**config.mk**
```make
export PLATFORM = sky130hd
export DESIGN_NAME = framepush_top
export DESIGN_NICKNAME = d
export VERILOG_FILES = /design/src/rtl/framepush_pkg.sv /design/src/rtl/framepush_ctrl.sv /design/src/rtl/framepush_datapath.sv /design/src/rtl/framepush_top.sv
export SDC_FILE = /design/constraint.sdc
export NUM_CORES = 2
export LEC_CHECK = 0
export BUFFER_PORTS_ARGS = -buffer_cell sky130_fd_sc_hd__buf_4
export CORE_MARGIN = 2
export CORE_UTILIZATION = 44
export CTS_CLUSTER_DIAMETER = 50
export DETAILED_ROUTE_END_ITERATION = 10
export HOLD_SLACK_MARGIN = 0.06
export PLACE_DENSITY = 0.68
export RECOVER_POWER = 25
export SLEW_MARGIN = 10
export SYNTH_ARGS = -nofsm -noshare
export SYNTH_HDL_FRONTEND = slang
export SYNTH_SLANG_ARGS = --single-unit
```
**constraint.sdc**
```tcl
create_clock -name clk -period 6.2 [get_ports clk]
set_input_delay 1.24 -clock clk [delete_from_list [all_inputs] [get_ports clk]]
set_output_delay 1.24 -clock clk [all_outputs]
set_load 0.005 [all_outputs]
```
**src/rtl/framepush_pkg.sv**
```systemverilog
package framepush_pkg;

  localparam int BASIC_WORDS = 8;
  localparam int CALLEE_REGS = 8;

  typedef enum logic [1:0] {
    RESP_OK   = 2'd0,
    RESP_PROT = 2'd1,
    RESP_SEC  = 2'd2,
    RESP_BUS  = 2'd3
  } memResp_e;

  typedef struct packed {
    logic load;
    logic advance;
    logic capture;
  } pushStrobe_t;

  typedef enum logic [1:0] {
    ST_IDLE  = 2'd0,
    ST_WRITE = 2'd1,
    ST_FIN   = 2'd2
  } pushState_e;

endpackage

```
**src/rtl/framepush_ctrl.sv**
```systemverilog
module framepush_ctrl
  import framepush_pkg::*;
(
  input  logic        clk,
  input  logic        rstN,
  input  logic        start,
  input  logic        memAck,
  input  memResp_e    memResp,
  input  logic        lastWord,
  output pushStrobe_t strobe,
  output logic        memReq,
  output logic        busy,
  output logic        done
);

  pushState_e stateQ, stateD;

  always_comb begin
    stateD = stateQ;
    strobe = '0;
    unique case (stateQ)
      ST_IDLE: begin
        if (start) begin
          strobe.load = 1'b1;
          stateD      = ST_WRITE;
        end
      end
      ST_WRITE: begin
        if (memAck) begin
          if (memResp != RESP_OK) begin
            strobe.capture = 1'b1;
            stateD         = ST_FIN;
          end else if (lastWord) begin
            stateD = ST_FIN;
          end else begin
            strobe.advance = 1'b1;
          end
        end
      end
      ST_FIN:  stateD = ST_IDLE;
      default: stateD = ST_IDLE;
    endcase
  end

  always_ff @(posedge clk or negedge rstN) begin
    if (!rstN) stateQ <= ST_IDLE;
    else       stateQ <= stateD;
  end

  assign memReq = (stateQ == ST_WRITE);
  assign busy   = (stateQ != ST_IDLE);
  assign done   = (stateQ == ST_FIN);

  // a request is held until it is answered
  assert_req_held_R4: assert property (@(posedge clk) disable iff (!rstN)
    memReq && !memAck |=> memReq);

  // nothing is requested after a faulting response
  assert_stop_on_fault_R5: assert property (@(posedge clk) disable iff (!rstN)
    memReq && memAck && (memResp != RESP_OK) |=> !memReq);

  // completion is a single-cycle pulse
  assert_done_pulse_R9: assert property (@(posedge clk) disable iff (!rstN)
    done |=> !done);

endmodule

```
**src/rtl/framepush_datapath.sv**
```systemverilog
module framepush_datapath
  import framepush_pkg::*;
#(
  parameter int                DATA_W      = 32,
  parameter int                REALIGN_BIT = 9,
  parameter logic [DATA_W-1:0] SIG_WORD    = 32'hFEFA125B
) (
  input  logic                                clk,
  input  logic                                rstN,
  input  pushStrobe_t                         strobe,
  input  logic [DATA_W-1:0]                   spIn,
  input  logic                                alignEn,
  input  logic                                withCallee,
  input  logic                                ignoreFaults,
  input  logic [BASIC_WORDS-1:0][DATA_W-1:0]  basicRegs,
  input  logic [CALLEE_REGS-1:0][DATA_W-1:0]  calleeRegs,
  input  memResp_e                            memResp,
  output logic [DATA_W-1:0]                   memAddr,
  output logic [DATA_W-1:0]                   memData,
  output logic                                lastWord,
  output logic [DATA_W-1:0]                   spOut,
  output logic                                derivedFault,
  output logic                                ignoreLatched,
  output memResp_e                            faultClass,
  output logic [DATA_W-1:0]                   faultAddr
);

  localparam int WORD_BYTES   = DATA_W / 8;
  localparam int ALIGN_BIT    = $clog2(WORD_BYTES);
  localparam int TOTAL_WORDS  = BASIC_WORDS + 1 + CALLEE_REGS;
  localparam int IDX_W        = $clog2(TOTAL_WORDS);
  localparam logic [DATA_W-1:0] WORD_BYTES_W   = DATA_W'(WORD_BYTES);
  localparam logic [DATA_W-1:0] BASIC_BYTES_W  = DATA_W'(BASIC_WORDS * WORD_BYTES);
  localparam logic [DATA_W-1:0] CALLEE_BYTES_W = DATA_W'((CALLEE_REGS + 2) * WORD_BYTES);
  localparam logic [IDX_W-1:0]  LAST_BASIC     = IDX_W'(BASIC_WORDS - 1);
  localparam logic [IDX_W-1:0]  LAST_ALL       = IDX_W'(TOTAL_WORDS - 1);
  localparam logic [IDX_W-1:0]  FIRST_CALLEE   = IDX_W'(BASIC_WORDS);

  logic [TOTAL_WORDS-1:0][DATA_W-1:0] frameQ;
  logic [DATA_W-1:0] basicBaseQ, calleeBaseQ, spOutQ;
  logic [IDX_W-1:0]  idxQ;
  logic              withCalleeQ;

  // frame geometry from the incoming pointer
  logic              alignAdj;
  logic [DATA_W-1:0] alignedSp, basicBaseD, calleeBaseD;
  always_comb begin
    alignAdj    = alignEn && spIn[ALIGN_BIT];
    alignedSp   = spIn - (alignAdj ? WORD_BYTES_W : '0);
    basicBaseD  = alignedSp - BASIC_BYTES_W;
    calleeBaseD = basicBaseD - CALLEE_BYTES_W;
  end

  always_ff @(posedge clk or negedge rstN) begin
    if (!rstN) begin
      frameQ      <= '0;
      basicBaseQ  <= '0;
      calleeBaseQ <= '0;
      spOutQ      <= '0;
      withCalleeQ <= 1'b0;
    end else if (strobe.load) begin
      for (int i = 0; i < BASIC_WORDS; i++) frameQ[i] <= basicRegs[i];
      frameQ[BASIC_WORDS-1][REALIGN_BIT] <= basicRegs[BASIC_WORDS-1][REALIGN_BIT] | alignAdj;
      frameQ[BASIC_WORDS] <= SIG_WORD;
      for (int j = 0; j < CALLEE_REGS; j++) frameQ[BASIC_WORDS+1+j] <= calleeRegs[j];
      basicBaseQ  <= basicBaseD;
      calleeBaseQ <= calleeBaseD;
      spOutQ      <= withCallee ? calleeBaseD : basicBaseD;
      withCalleeQ <= withCallee;
    end
  end

  // word index walks through the caller frame, then the callee frame
  always_ff @(posedge clk or negedge rstN) begin
    if (!rstN)               idxQ <= '0;
    else if (strobe.load)    idxQ <= '0;
    else if (strobe.advance) idxQ <= idxQ + 1'b1;
  end

  // address of the current word; callee slot k>0 sits at (k+1) words
  logic [DATA_W-1:0] slotOffset;
  logic [IDX_W-1:0]  calleeSlot;
  always_comb begin
    calleeSlot = idxQ - FIRST_CALLEE;
    if (idxQ < FIRST_CALLEE) begin
      slotOffset = DATA_W'(idxQ) << ALIGN_BIT;
      memAddr    = basicBaseQ + slotOffset;
    end else begin
      slotOffset = (calleeSlot == '0) ? '0 : (DATA_W'(calleeSlot) + 1'b1) << ALIGN_BIT;
      memAddr    = calleeBaseQ + slotOffset;
    end
    memData  = frameQ[idxQ];
    lastWord = (idxQ == (withCalleeQ ? LAST_ALL : LAST_BASIC));
  end

  // fault recording
  memResp_e          faultClassQ;
  logic [DATA_W-1:0] faultAddrQ;
  logic              failedQ, ignoreQ;
  always_ff @(posedge clk or negedge rstN) begin
    if (!rstN) begin
      faultClassQ <= RESP_OK;
      faultAddrQ  <= '0;
      failedQ     <= 1'b0;
      ignoreQ     <= 1'b0;
    end else if (strobe.load) begin
      faultClassQ <= RESP_OK;
      faultAddrQ  <= '0;
      failedQ     <= 1'b0;
      ignoreQ     <= ignoreFaults;
    end else if (strobe.capture) begin
      faultClassQ <= memResp;
      faultAddrQ  <= (memResp == RESP_SEC) ? memAddr : '0;
      failedQ     <= 1'b1;
    end
  end

  assign spOut         = spOutQ;
  assign derivedFault  = failedQ;
  assign ignoreLatched = ignoreQ;
  assign faultClass    = faultClassQ;
  assign faultAddr     = faultAddrQ;

  // a recorded fault always carries a fault kind
  assert_class_when_failed_R7: assert property (@(posedge clk) disable iff (!rstN)
    strobe.capture |=> derivedFault && (faultClass != RESP_OK));

endmodule

```
**src/rtl/framepush_top.sv**
```systemverilog
module framepush_top
  import framepush_pkg::*;
#(
  parameter int                DATA_W      = 32,
  parameter int                REALIGN_BIT = 9,
  parameter logic [DATA_W-1:0] SIG_WORD    = 32'hFEFA125B
) (
  input  logic                               clk,
  input  logic                               rstN,
  input  logic                               start,
  input  logic [DATA_W-1:0]                  spIn,
  input  logic                               alignEn,
  input  logic                               withCallee,
  input  logic                               ignoreFaults,
  input  logic [BASIC_WORDS-1:0][DATA_W-1:0] basicRegs,
  input  logic [CALLEE_REGS-1:0][DATA_W-1:0] calleeRegs,
  output logic                               memReq,
  output logic [DATA_W-1:0]                  memAddr,
  output logic [DATA_W-1:0]                  memData,
  input  logic                               memAck,
  input  logic [1:0]                         memFault,
  output logic                               busy,
  output logic                               done,
  output logic [DATA_W-1:0]                  spOut,
  output logic                               derivedFault,
  output logic                               pendFault,
  output logic [1:0]                         faultClass,
  output logic [DATA_W-1:0]                  faultAddr
);

  pushStrobe_t strobe;
  memResp_e    memResp;
  memResp_e    faultClassE;
  logic        lastWord;
  logic        ignoreLatched;

  assign memResp = memResp_e'(memFault);

  framepush_ctrl u_ctrl (
    .clk      (clk),
    .rstN     (rstN),
    .start    (start),
    .memAck   (memAck),
    .memResp  (memResp),
    .lastWord (lastWord),
    .strobe   (strobe),
    .memReq   (memReq),
    .busy     (busy),
    .done     (done)
  );

  framepush_datapath #(
    .DATA_W      (DATA_W),
    .REALIGN_BIT (REALIGN_BIT),
    .SIG_WORD    (SIG_WORD)
  ) u_datapath (
    .clk           (clk),
    .rstN          (rstN),
    .strobe        (strobe),
    .spIn          (spIn),
    .alignEn       (alignEn),
    .withCallee    (withCallee),
    .ignoreFaults  (ignoreFaults),
    .basicRegs     (basicRegs),
    .calleeRegs    (calleeRegs),
    .memResp       (memResp),
    .memAddr       (memAddr),
    .memData       (memData),
    .lastWord      (lastWord),
    .spOut         (spOut),
    .derivedFault  (derivedFault),
    .ignoreLatched (ignoreLatched),
    .faultClass    (faultClassE),
    .faultAddr     (faultAddr)
  );

  assign faultClass = faultClassE;
  assign pendFault  = done && derivedFault && !ignoreLatched;

  // address and data do not move while a store waits
  assert_addr_stable_R4: assert property (@(posedge clk) disable iff (!rstN)
    memReq && !memAck |=> $stable(memAddr) && $stable(memData));

  // a pend request always comes with a fault kind
  assert_pend_has_class_R8: assert property (@(posedge clk) disable iff (!rstN)
    pendFault |-> done && (faultClass != 2'd0));

  // completion happens while busy
  assert_done_busy_R9: assert property (@(posedge clk) disable iff (!rstN)
    done |-> busy);

endmodule

```
==> metrics.cfg <==
[global_route]
grt_pass1_vias = 26500
grt_pass1_wl_mm = 166
antenna_found_initial = 39
grt_max_degree = 175
use_met3 = 0.0741
use_met1 = 0.401
grt-ovfl-total = 0
top_usage_layer = met2
met2_usage = 0.463
groute.usage.overall = 0.297

[die]
die_h_um = 272
io_pins = 688
placementRows = 98
floorplan.initialDensity = 0.444
die_area_um2 = 74200
coreArea_um2 = 71400
die_w_um = 272

[routing]
remaining_drc_errors = 0
vias_per_cell = 5.43
drt_iter0_drc = 2511
routed_wl_mm = 112
vias = 27400
wire_per_inst_um = 22.2
ant_nets = 0
drt_first_pass_iters = 5

[cells_and_area]
final_area_um2 = 40600
stdcell_count = 5041
finalNetCount = 4580
post-route-util = 0.569
drive_gt1_frac = 0.256
syn2layout_area_growth_pct = 28.2
n_fill_cell = 6330

[timing]
setup_violations = 0
tightest_slew_ns = 4.55
tns_ns = 0
fin_crit_sh = 0.913
maxSlewHeadroom = -2.03
fmax_ghz = 0.177
fin_skew_ns = 0.0235
rsz0062_at_grt = false
hold_viol = 0
setup_ws_ns = 0.541
fin_crit_ns = 5.66
drv_slew = 931
whs_ns = 0.467

[placed_design]
portBuffers = 687
dpl-instance-area_um2 = 37700
dp_slack_ns = 1.08
gp_congestion = 0.940
dp_hpwl_mm = 81.0
dpl.cell_count = 4864

[yosys]
postSynth.asyncResetShare = 1.00
netlist_instances = 3403
avgSynthCellArea_um2 = 9.31
ys.flop_type = dfrtp_1
synth_top_area_frac = 0.511
synth.cell_area_um2 = 31700
synthTopCellsByArea = dfrtp_1, nand2_1, mux4_2, xnor2_1, clkbuf_1
synth_warnings = 0
synth-edff-count = 0
seq_area_frac_synth = 0.511
syn_nets = 3979
synth.ff_latch_count = 647
synth.distinct_cells = 71
yosysTopAreaCell = dfrtp_1

[clock_tree]
cts_tree = yes
cts_root_buf = clkbuf_16
cts_sinks = 647
max-clock-path-buffers = 3
cts_resized = 0
cts_setup_buffers = 0
cts_buffers = 88
cts.clk_slew.worst_paths_ns = 0.06
cts_hold_buf = 0
clkLatencyLatePin_ns = 0.65
h-tree-depth = 3

[run_status]
status = finished with violations
violations = max-capacitance violations, max-slew violations

[hold_path]
worstHoldPathType = flop to flop

[job]
drv_cap = 10

[pwr]
p_seq_frac = 0.392
intPower_mw = 12.3
p_per_area_nw_per_um2 = 469
p_total_mw = 19.1
clkPwrFrac = 0.273
switchingPower_mw = 6.71
p_leak_nw = 20.4
combPwrFrac = 0.335
peakVddDrop_mv = 0.280
swShare = 0.352

[worst_setup_path]
worstPathArrival_ns = 4.42
cp_max_fo = 55
required_ns = 4.96
end_kind = output port
crit_type = flop to output port
worst_setup_path_start_kind = flop
r2r_setup_slack_ns = 0.63

synth_stat cells, drive strengths merged (18+ instances only):
master,number
xor2,28
ha,21
xnor2,82
a21oi,19
nor3,20
nor2,71
a21o,18
buf,26
mux2i,36
a22o,46
o21ai,88
mux4,148
dfrtp,647
nand2,1708
clkbuf,187
nand3,28
placed cells by master, fill, tap and decap left out, types with 7 or more instances in the layout:
master        n
nor2_1       67
nand3_1      27
buf_4       706
bufinv_16     8
or3_1         8
ha_1         20
and3_1       17
o311ai_0      7
nand2b_1      9
a21o_1       18
o21ai_0      87
dfrtp_1     643
inv_6         8
mux4_2      148
and4_1        8
inv_1        17
clkbuf_16    89
xnor2_1      82
xor2_1       28
nand4_1      16
and2_1        9
a22o_1       46
or4_1         8
nor2b_1       9
clkbuf_1     16
clkinv_2     10
o311ai_1      7
nand2_1    1707
nor4_1        9
clkbuf_8     10
a21oi_1      19
mux2i_1      36
o221ai_1     17
diode_2      20
nor3_1       20
path summary, 6_finish.rpt:
path / start / cells past startpoint / endpoint
hold reg to reg: u_datapath.frameQ[351] / 2 / u_datapath.frameQ[351]
setup / recovery: u_datapath.idxQ[1] / 7 / memData[15]
hold / removal: u_datapath.frameQ[351] / 2 / u_datapath.frameQ[351]
max in group asynchronous: rstN / 2 / u_datapath.frameQ[249]
setup reg to reg: u_ctrl.stateQ[1] / 5 / u_datapath.frameQ[427]
min in group asynchronous: rstN / 1 / u_datapath.spOut[7]
power groups by stage:
stage	combinational (mW)	clock, mW	sequential (mW)
after detailed placement	6.35	0	7.46
after global placement	6.22	0	7.42
final	6.39	5.20	7.47
after floorplan	4.13	0	7.01
after CTS	6.38	5.25	7.43
after global routing	7.05	5.44	7.66
layout make-up:
type                            count  area [um2]  area share
Antenna cell                       20        50.0     0.00123
Clock buffer                      109        2400      0.0591
Clock inverter                     48         607      0.0149
Inverter                           19        71.3     0.00176
Multi-Input combinational cell   2524       14600       0.360
Sequential cell                   647       16200       0.399
Tap cell                          950        1190      0.0293
Timing Repair Buffer              724        5480       0.135
worst max-delay path, stage by stage (launching register included):
cell and delay (ns):
dfrtp_4 0.40, buf_4 0.50, buf_4 0.79, buf_4 0.66, mux4_2 0.42, mux4_2 0.54, a22o_1 0.22, buf_4 0.14
routing by layer:
metal	vias up	part of all wire	routed length, um
li1	12500	-	-
met1	13400	0.41	45700
met2	1195	0.47	52100
met3	219	0.089	9930
met4	26	0.036	4020
met5	-	0.0014	158
kinds of logic after synthesis:
logic type / synth area share
buf+inv: 0.0285
compound gates: 0.0551
flops: 0.511
fa+ha+maj: 0.00955
mux: 0.118
simple gates: 0.248
xor+xnor: 0.0304
registers in the layout (all words and copies together) (netlist names):
signal / flops
u_datapath.frameQ: 513
u_datapath.spOut: 32
u_datapath.basicBaseQ: 29
u_ctrl.stateQ: 2
u_datapath.faultAddr: 32
u_datapath.withCalleeQ: 1
u_datapath.faultClass: 2
u_datapath.derivedFault: 1
u_datapath.calleeBaseQ: 29
u_datapath.ignoreLatched: 1
u_datapath.idxQ: 5
No activity file was read; power rests on OpenSTA's default activity.
